==> src/rtl/nclk_pkg.sv <==
package nclk_pkg;

    typedef enum logic {
        PH_IDLE,
        PH_SEARCH
    } phase_e;

endpackage

==> src/rtl/nclk_frame_eval.sv <==
module nclk_frame_eval #(
    parameter int CW = 2
) (
    input  logic          ubit,
    input  logic          dirty,
    input  logic [CW-1:0] age,
    input  logic [CW-1:0] clean_lim,
    input  logic          wb_busy,
    output logic          nxt_ubit,
    output logic [CW-1:0] nxt_age,
    output logic          take,
    output logic          start_wb
);
    localparam logic [CW-1:0] AGE_MAX = {CW{1'b1}};

    logic [CW-1:0] aged;
    logic          at_clean;
    logic          at_dirty;

    always_comb begin
        aged     = (age == AGE_MAX) ? age : age + CW'(1);
        at_clean = ({1'b0, aged} >= {1'b0, clean_lim});
        at_dirty = ({1'b0, aged} >= ({1'b0, clean_lim} + (CW+1)'(1)));
        nxt_ubit = 1'b0;
        nxt_age  = '0;
        take     = 1'b0;
        start_wb = 1'b0;
        if (!ubit) begin
            nxt_age = aged;
            if (!dirty) begin
                take = at_clean;
                if (at_clean) nxt_age = '0;
            end else begin
                // extra pass for dirty frames; copy-out starts at the clean limit
                start_wb = at_clean && !at_dirty && !wb_busy
                         || at_dirty && !wb_busy;
            end
        end
    end

endmodule

==> src/rtl/nclk_engine.sv <==
module nclk_engine
    import nclk_pkg::*;
#(
    parameter  int NFRAMES = 16,
    parameter  int CW      = 2,
    localparam int FW      = (NFRAMES > 1) ? $clog2(NFRAMES) : 1
) (
    input  logic          clk,
    input  logic          rst_n,
    input  logic [CW-1:0] clean_lim,
    input  logic          ref_valid,
    input  logic [FW-1:0] ref_frame,
    input  logic          ref_write,
    input  logic          fault_req,
    output logic          fault_done,
    output logic [FW-1:0] victim,
    output logic          wb_req,
    output logic [FW-1:0] wb_frame,
    input  logic          wb_ack
);
    localparam logic [FW-1:0] LAST = FW'(NFRAMES - 1);

    typedef struct packed {
        logic [NFRAMES-1:0]         ubit;
        logic [NFRAMES-1:0]         dirty;
        logic [NFRAMES-1:0][CW-1:0] age;
        logic [FW-1:0]              hand;
        phase_e                     phase;
        logic                       done;
        logic [FW-1:0]              victim;
        logic                       wb_busy;
        logic [FW-1:0]              wb_frame;
        logic                       wb_stale;
    } state_t;

    state_t st_q, st_d;

    logic          ev_ubit;
    logic [CW-1:0] ev_age;
    logic          ev_take;
    logic          ev_start;
    logic          collide;

    nclk_frame_eval #(.CW(CW)) eval_i (
        .ubit      (st_q.ubit[st_q.hand]),
        .dirty     (st_q.dirty[st_q.hand]),
        .age       (st_q.age[st_q.hand]),
        .clean_lim (clean_lim),
        .wb_busy   (st_q.wb_busy),
        .nxt_ubit  (ev_ubit),
        .nxt_age   (ev_age),
        .take      (ev_take),
        .start_wb  (ev_start)
    );

    always_comb begin
        st_d      = st_q;
        st_d.done = 1'b0;
        collide   = (st_q.phase == PH_SEARCH) && ref_valid && (ref_frame == st_q.hand);

        // sweep step: one frame per cycle
        if (st_q.phase == PH_SEARCH) begin
            st_d.hand = (st_q.hand == LAST) ? '0 : st_q.hand + FW'(1);
            if (!collide) begin
                st_d.ubit[st_q.hand] = ev_ubit;
                st_d.age[st_q.hand]  = ev_age;
                if (ev_take) begin
                    st_d.dirty[st_q.hand] = 1'b0;
                    st_d.done             = 1'b1;
                    st_d.victim           = st_q.hand;
                    st_d.phase            = PH_IDLE;
                end
                if (ev_start) begin
                    st_d.wb_busy  = 1'b1;
                    st_d.wb_frame = st_q.hand;
                    st_d.wb_stale = 1'b0;
                end
            end
        end else if (fault_req) begin
            st_d.phase = PH_SEARCH;
        end

        // writeback completion
        if (st_q.wb_busy) begin
            if (ref_valid && ref_write && (ref_frame == st_q.wb_frame))
                st_d.wb_stale = 1'b1;
            if (wb_ack) begin
                st_d.wb_busy = 1'b0;
                if (!st_q.wb_stale) st_d.dirty[st_q.wb_frame] = 1'b0;
            end
        end

        // references override everything else on their frame
        if (ref_valid) begin
            st_d.ubit[ref_frame] = 1'b1;
            st_d.age[ref_frame]  = '0;
            if (ref_write) st_d.dirty[ref_frame] = 1'b1;
        end
    end

    always_ff @(posedge clk) begin
        if (!rst_n) begin
            st_q.ubit     <= '0;
            st_q.dirty    <= '0;
            st_q.age      <= '0;
            st_q.hand     <= '0;
            st_q.phase    <= PH_IDLE;
            st_q.done     <= 1'b0;
            st_q.victim   <= '0;
            st_q.wb_busy  <= 1'b0;
            st_q.wb_frame <= '0;
            st_q.wb_stale <= 1'b0;
        end else begin
            st_q <= st_d;
        end
    end

    assign fault_done = st_q.done;
    assign victim     = st_q.victim;
    assign wb_req     = st_q.wb_busy;
    assign wb_frame   = st_q.wb_frame;

endmodule

==> config.mk <==
export PLATFORM = sky130hd
export DESIGN_NAME = nclk_engine
export DESIGN_NICKNAME = d
export VERILOG_FILES = /design/src/rtl/nclk_pkg.sv /design/src/rtl/nclk_frame_eval.sv /design/src/rtl/nclk_engine.sv
export SDC_FILE = /design/constraint.sdc
export NUM_CORES = 1
export LEC_CHECK = 0
export ABC_AREA = 1
export BUFFER_PORTS_ARGS = -buffer_cell sky130_fd_sc_hd__buf_2
export CORE_ASPECT_RATIO = 0.5
export CORE_MARGIN = 2
export CORE_UTILIZATION = 54
export CTS_CLUSTER_DIAMETER = 100
export DETAILED_ROUTE_END_ITERATION = 8
export GPL_TIMING_DRIVEN = 0
export HOLD_SLACK_MARGIN = 0.08
export PLACE_DENSITY = 0.81
export SLEW_MARGIN = 30
export SYNTH_ARGS = -nofsm -noshare
export SYNTH_HDL_FRONTEND = slang
export SYNTH_SLANG_ARGS = --single-unit
==> constraint.sdc <==
create_clock -name clk -period 2.5 [get_ports clk]
set_input_delay 0.25 -clock clk [delete_from_list [all_inputs] [get_ports clk]]
set_output_delay 0.25 -clock clk [all_outputs]
set_load 0.01 [all_outputs]
# Word level (Yosys, flattened, before mapping)
# Index checks and enable logic that the tools add are counted.
# totals
word_cells	112
register_bits	80
input_bits	12
output_inout_bits	10
# classes
order_cmp	8
n_bitwise	12
muxes	44
add_sub_neg	3
reduce_logical	16
n_eq_ne	4
# op_table
cell	n
64-bit 2-to-1 mux	2
16-bit 2-to-1 mux	5
68-bit 2-to-1 mux	1
16-bit AND	3
32-bit AND	1
32-bit bitwise mux	1
16-bit NOT	2
32-bit NOT	1
16-bit OR	2
6-bit 2-to-1 mux	3
2-bit demux with 4-bit select	2
4-bit by 5-bit < comparator with 1-bit output (second input constant)	3
1-bit 2-to-1 mux	15
2-bit 2-to-1 mux	7
1-bit demux with 4-bit select	3
4-bit by 1-bit >= comparator with 1-bit output (second input constant)	3
12-bit 2-to-1 mux	1
1-bit logical AND	10
1-bit binary-select mux with 4-bit select	2
2-bit binary-select mux with 4-bit select	1
4-bit equality test	2
3-bit AND reduction	2
4-bit by 1-bit adder with 4-bit output (second input constant)	1
4-bit equality test (second input constant)	1
10 further kinds	13

# Depth between registers and ports, before layout
# logic_depth
word_depth	18
mapped_depth	17
ltp_nobuf	16

# Hierarchy
# A second synthesis with hierarchy kept.
# hier_totals
cells_unflattened	782
area_unflattened_um2	4943.5
# by_module_without_submodules
mod	cells_per_inst	area_per_inst_um2	seq_area_each_um2	n_inst
nclk_engine	747	4770.8	1601.5	1
nclk_frame_eval	35	172.7	0.0	1

# Worst setup path after synthesis
# Ideal clock, no wire load.
# synth_path
path_kind	reg2reg
from	reg st_q[12] in the netlist's numbering
to	reg st_q[63] in the netlist's numbering
period_less_slack_ns	2.230
setup_time_ns	0.132
required_ns	2.368
path_slack_ns	0.270
n_path_buf	3
stages_incl_launch_ff	17
arrival_time_ns	2.097
path_cell_list	dfxtp_1 > buf_6 > buf_8 > nand2_2 > nand3_2 > nand2_1 > nand2_1 > nand2_2 > nor2_4 > nand3_1 > ha_1 > nand2_2 > nand2_4 > buf_2 > nand4_1 > nand2_1 > a21oi_1
# synth_via
elab_chain_len	17
elab_cells_between_ends	31
classes_between	1 x add/sub; 3 x order compare; 2 x eq/ne; 19 x mux; 4 x bitwise; 2 x reduce/logical
# synth_lines
element	line	rtl
from (decl)	nclk_engine.sv:36	state_t st_q, st_d;
from (signal assigned)	nclk_engine.sv:114	st_q <= st_d;
2-bit binary-select mux with 4-bit select	nclk_engine.sv:47	.age (st_q.age[st_q.hand]),
2-bit 2-to-1 mux (not written as such)	nclk_engine.sv:47	
2-bit by 1-bit adder with 2-bit output / 2-bit equality test (equally long branches)	nclk_frame_eval.sv:21	aged = (age == AGE_MAX) ? age : age + CW'(1);
2-bit 2-to-1 mux	nclk_frame_eval.sv:21	
2-bit >= comparator	nclk_frame_eval.sv:22	at_clean = ({1'b0, aged} >= {1'b0, clean_lim});
1-bit 2-to-1 mux	nclk_frame_eval.sv:30	if (!dirty) begin
1-bit 2-to-1 mux	nclk_frame_eval.sv:28	if (!ubit) begin
16-bit 2-to-1 mux	nclk_engine.sv:67	if (ev_take) begin
64-bit 2-to-1 mux (*)	nclk_engine.sv:64	if (!collide) begin
68-bit 2-to-1 mux (*)	nclk_engine.sv:62	if (st_q.phase == PH_SEARCH) begin
16-bit AND (no source line)	--	
16-bit 2-to-1 mux	nclk_engine.sv:89	if (!st_q.wb_stale) st_d.dirty[st_q.wb_frame] = 1'b0;
16-bit 2-to-1 mux	nclk_engine.sv:87	if (wb_ack) begin
16-bit 2-to-1 mux (*)	nclk_engine.sv:84	if (st_q.wb_busy) begin
16-bit OR (no source line)	--	
16-bit 2-to-1 mux	nclk_engine.sv:97	if (ref_write) st_d.dirty[ref_frame] = 1'b1;
64-bit 2-to-1 mux (*)	nclk_engine.sv:94	if (ref_valid) begin
# Every way passes the cells marked *; elsewhere a longest branch is shown, timed or not. The select of a mux whose other input is x is not followed.
# A chain may end at the register's enable or synchronous reset.

# Worst setup path after layout
# layout_path
from	reg st_q[12] in the netlist's numbering
to	reg st_q[57] in the netlist's numbering
# Same word-level chain as after synthesis.

==> flow_metrics.env <==
export IMPL_crit_end="st_q[57]"
export IMPL_critPathLaunch="st_q[12]"
export IMPL_seq_area_um2=1607
export IMPL_drcViolationCount=0
export IMPL_ant_nets=0
export IMPL_syn_avg_cell_area_um2=6.707
export IMPL_met2_usage_pct=49.48
export IMPL_r2r_end="st_q[57]"
export IMPL_clock_latency_ns=0.35
export IMPL_power_share_combinational_pct=28.4
export IMPL_multi_input_area_um2=2371
export IMPL_ir_drop_mv=0.3626
export IMPL_power_leakage_nw=2.101
export IMPL_cts_buffer_depth=2
export IMPL_crit_type="reg -> reg"
export IMPL_cts_hold_buf=0
export IMPL_vias=4724
export IMPL_cp_num_buf_inv=3
export IMPL_grt_pass1_vias=4238
export IMPL_syn_area_um2=4507
export IMPL_io_pins=22
export IMPL_antenna_found_initial=0
export IMPL_tightestPinTransition_ns=0.6331
export IMPL_slowest_stage="nor2_2"
export IMPL_syn_to_final_growth_pct=14.94
export IMPL_arrival_ns=2.68
export IMPL_min_period_ns=2.477
export IMPL_die_w_um=133.2
export IMPL_syn_nets=691
export IMPL_p_per_area_nw_per_um2=706.6
export IMPL_drt_wl_total_mm=14.28
export IMPL_drt_initial_drc_count=725
export IMPL_design_area_um2=5180
export IMPL_hold_path_class="in -> reg"
export IMPL_drv_cap=0
export IMPL_fillers=727
export IMPL_track_usage_pct=32.44
export IMPL_skew_ns=0.01188
export IMPL_synth_top_area_share_pct=35.54
export IMPL_required_ns=2.70
export IMPL_synth_top_cell_by_area="dfxtp_1"
export IMPL_grtUsageMet3_pct=11.26
export IMPL_yosys_warnings=0
export IMPL_avgRoutedWirePerCell_um=17.37
export IMPL_grt_start_max_net_pins=12
export IMPL_cts_made_buffers=9
export IMPL_dp_hpwl_mm=10.32
export IMPL_io_buffers=20
export IMPL_row_count=23
export IMPL_max_slew_margin_rel_pct=57.47
export IMPL_synth_seq_cells=80
export IMPL_worstPathCellList="inv_2, buf_6, buf_6, nand2_1, o211ai_1, nor3_1, nand2_2, nand3_1, nor2_2, nand4_1, nand2_1, a21oi_1"
export IMPL_drive_gt1_share_pct=14.79
export IMPL_first_pass_iters=8
export IMPL_switching_share_pct=32.93
export IMPL_reg2reg_from="st_q[12]"
export IMPL_crit_cells=12
export IMPL_dp_cells=804
export IMPL_vias_per_cell=5.747
export IMPL_root_buffer="clkbuf_16"
export IMPL_rr_worst_depth=12
export IMPL_drv_slew=0
export IMPL_finalHoldViolCount=0
export IMPL_final_core_util_pct=64.29
export IMPL_synthDistinctLibCells=38
export IMPL_core_area_um2=8058
export IMPL_p_int_w=0.002455
export IMPL_htree_levels=3
export IMPL_cts_tree="done"
export IMPL_grt_use_met1_pct=42.61
export IMPL_max_stage_delay_ns=0.44
export IMPL_seqPwrFrac_pct=36.4
export IMPL_setup_viol=0
export IMPL_overflow=0
export IMPL_crit_family="simple AND/OR/NAND/NOR gates"
export IMPL_seq_area_frac_synth_pct=35.54
export IMPL_status="finished clean"
export IMPL_p_switching_w=0.001205
export IMPL_cts_sinks=80
export IMPL_layout_commonest_cell="nand2_1"
export IMPL_die_y_um=68.60
export IMPL_initial_utilization_pct=55.93
export IMPL_clkPwrFrac_pct=35.2
export IMPL_hold_depth=2
export IMPL_place_area_um2=4747
export IMPL_dieArea_um2=9137
export IMPL_fin_nets=727
export IMPL_fin_crit_sh_pct=99.09
export IMPL_fmax_ghz=0.4037
export IMPL_rsz0062_at_grt="yes"
export IMPL_most_common_layout_cells="nand2_1, inv_1, a21oi_1"
export IMPL_clk_pin_slew_ns=0.06
export IMPL_tns_ns=0
export IMPL_syn_inst=672
export IMPL_setup_worst_path_end_class="flop"
export IMPL_diodes=0
export IMPL_fin_cells=822
export IMPL_grt_pass1_wl_mm=21.86
export IMPL_synth_area_leaders="dfxtp_1, a21oi_1, nand2_1, inv_1, o21ai_0"
export IMPL_grt_busiest_layer="met2"
export IMPL_setup_worst_path_start_class="flop"
export IMPL_ff2ff_setup_slack_ns=0.02
export IMPL_crit_fanout=11
export IMPL_gp_congestion=1.036
cells in the mapped netlist, drive strengths merged:
cell    instances
a21boi          5
a21oi          92
a31oi           5
buf            27
clkbuf          9
clkinv          1
dfxtp          80
ha              7
inv           100
nand2         124
nand3          35
nand4          17
nor2           77
nor3           12
nor4            1
o211a           1
o211ai          1
o21ai          66
o221ai          1
o22ai           6
or2             2
or4             1
xnor2           1
xor2            1
metal layers:
layer | share of wire [%] | wire, um
met1 | 44 | 6253
met2 | 41 | 5873
met3 | 12 | 1722
met4 | 3.0 | 428
met5 | 0 | 0
sequential cells by signal (all words and copies together) (netlist names):
name / count
fault_done: 1
st_q: 70
victim: 4
wb_frame: 4
wb_req: 1
repair_timing:
action,CTS,global route
endpoints found under the setup margin,60,60
resized for setup,5,26
buffers inserted,1,4
pin swaps,1,2
worst reg2reg max path, cell delays in order, from the launching register on:
cell and delay [ns]:
dfxtp_4 0.38, inv_2 0.16, buf_6 0.19, buf_6 0.17, nand2_1 0.06, o211ai_1 0.07, nor3_1 0.07, nand2_2 0.11
nand3_1 0.40, nor2_2 0.45, nand4_1 0.13, nand2_1 0.07, a21oi_1 0.06
metrics by stage:
stage | power, W | setup slack, ns | hold WS (ns)
final | 0.003660 | 0.02271 | 0.1316
after global routing | 0.003794 | -0.07632 | 0.1500
after CTS | 0.003535 | 0.001524 | 0.1359
after detailed placement | 0.002248 | -0.3247 | 0.4634
after global placement | 0.002231 | -0.2985 | 0.4552
after floorplan | 0.002006 | 0.2704 | 0.3878
power by group through the flow:
stage          registers (W)  clock network, W  logic, W
2_1_floorplan        0.00135                 0  0.000655
3_3_place_gp         0.00136                 0  0.000875
3_5_place_dp         0.00136                 0  0.000891
4_1_cts              0.00133           0.00129  0.000916
5_1_grt              0.00133           0.00133   0.00112
6_report             0.00133           0.00129   0.00104
final cells by class:
cell class | instances | share of cell area [%]
repair buffers | 25 | 2.657
inverters | 101 | 7.319
well taps | 112 | 2.705
clock buffers | 12 | 4.758
flip-flops and latches | 80 | 31.01
multi-input cells | 455 | 45.77
clock inverters | 1 | 0.5797
plain buffers | 36 | 5.193
worst min-delay path by stage:
stage / startpoint / endpoint / slack [ns]
2_1_floorplan: fault_req / st_q[11] / 0.39
3_3_place_gp: st_q[0] / st_q[0] / 0.46
3_5_place_dp: victim[1] / victim[1] / 0.46
4_1_cts: fault_req / st_q[11] / 0.14
5_1_grt: fault_req / st_q[11] / 0.15
6_report: fault_req / st_q[11] / 0.13
kinds of logic (layout without fill, tap and decap cells):
logic type      Yosys count  after routing  share of synthesized area, %
compound gates          177            177                         20.49
xor+xnor                  2              2                        0.3887
fa+ha+maj                 7              7                         1.943
buf+inv                 137            175                         13.99
flops                    80             80                         35.54
simple gates            269            269                         27.65
No activity file was read; power rests on OpenSTA's default activity.
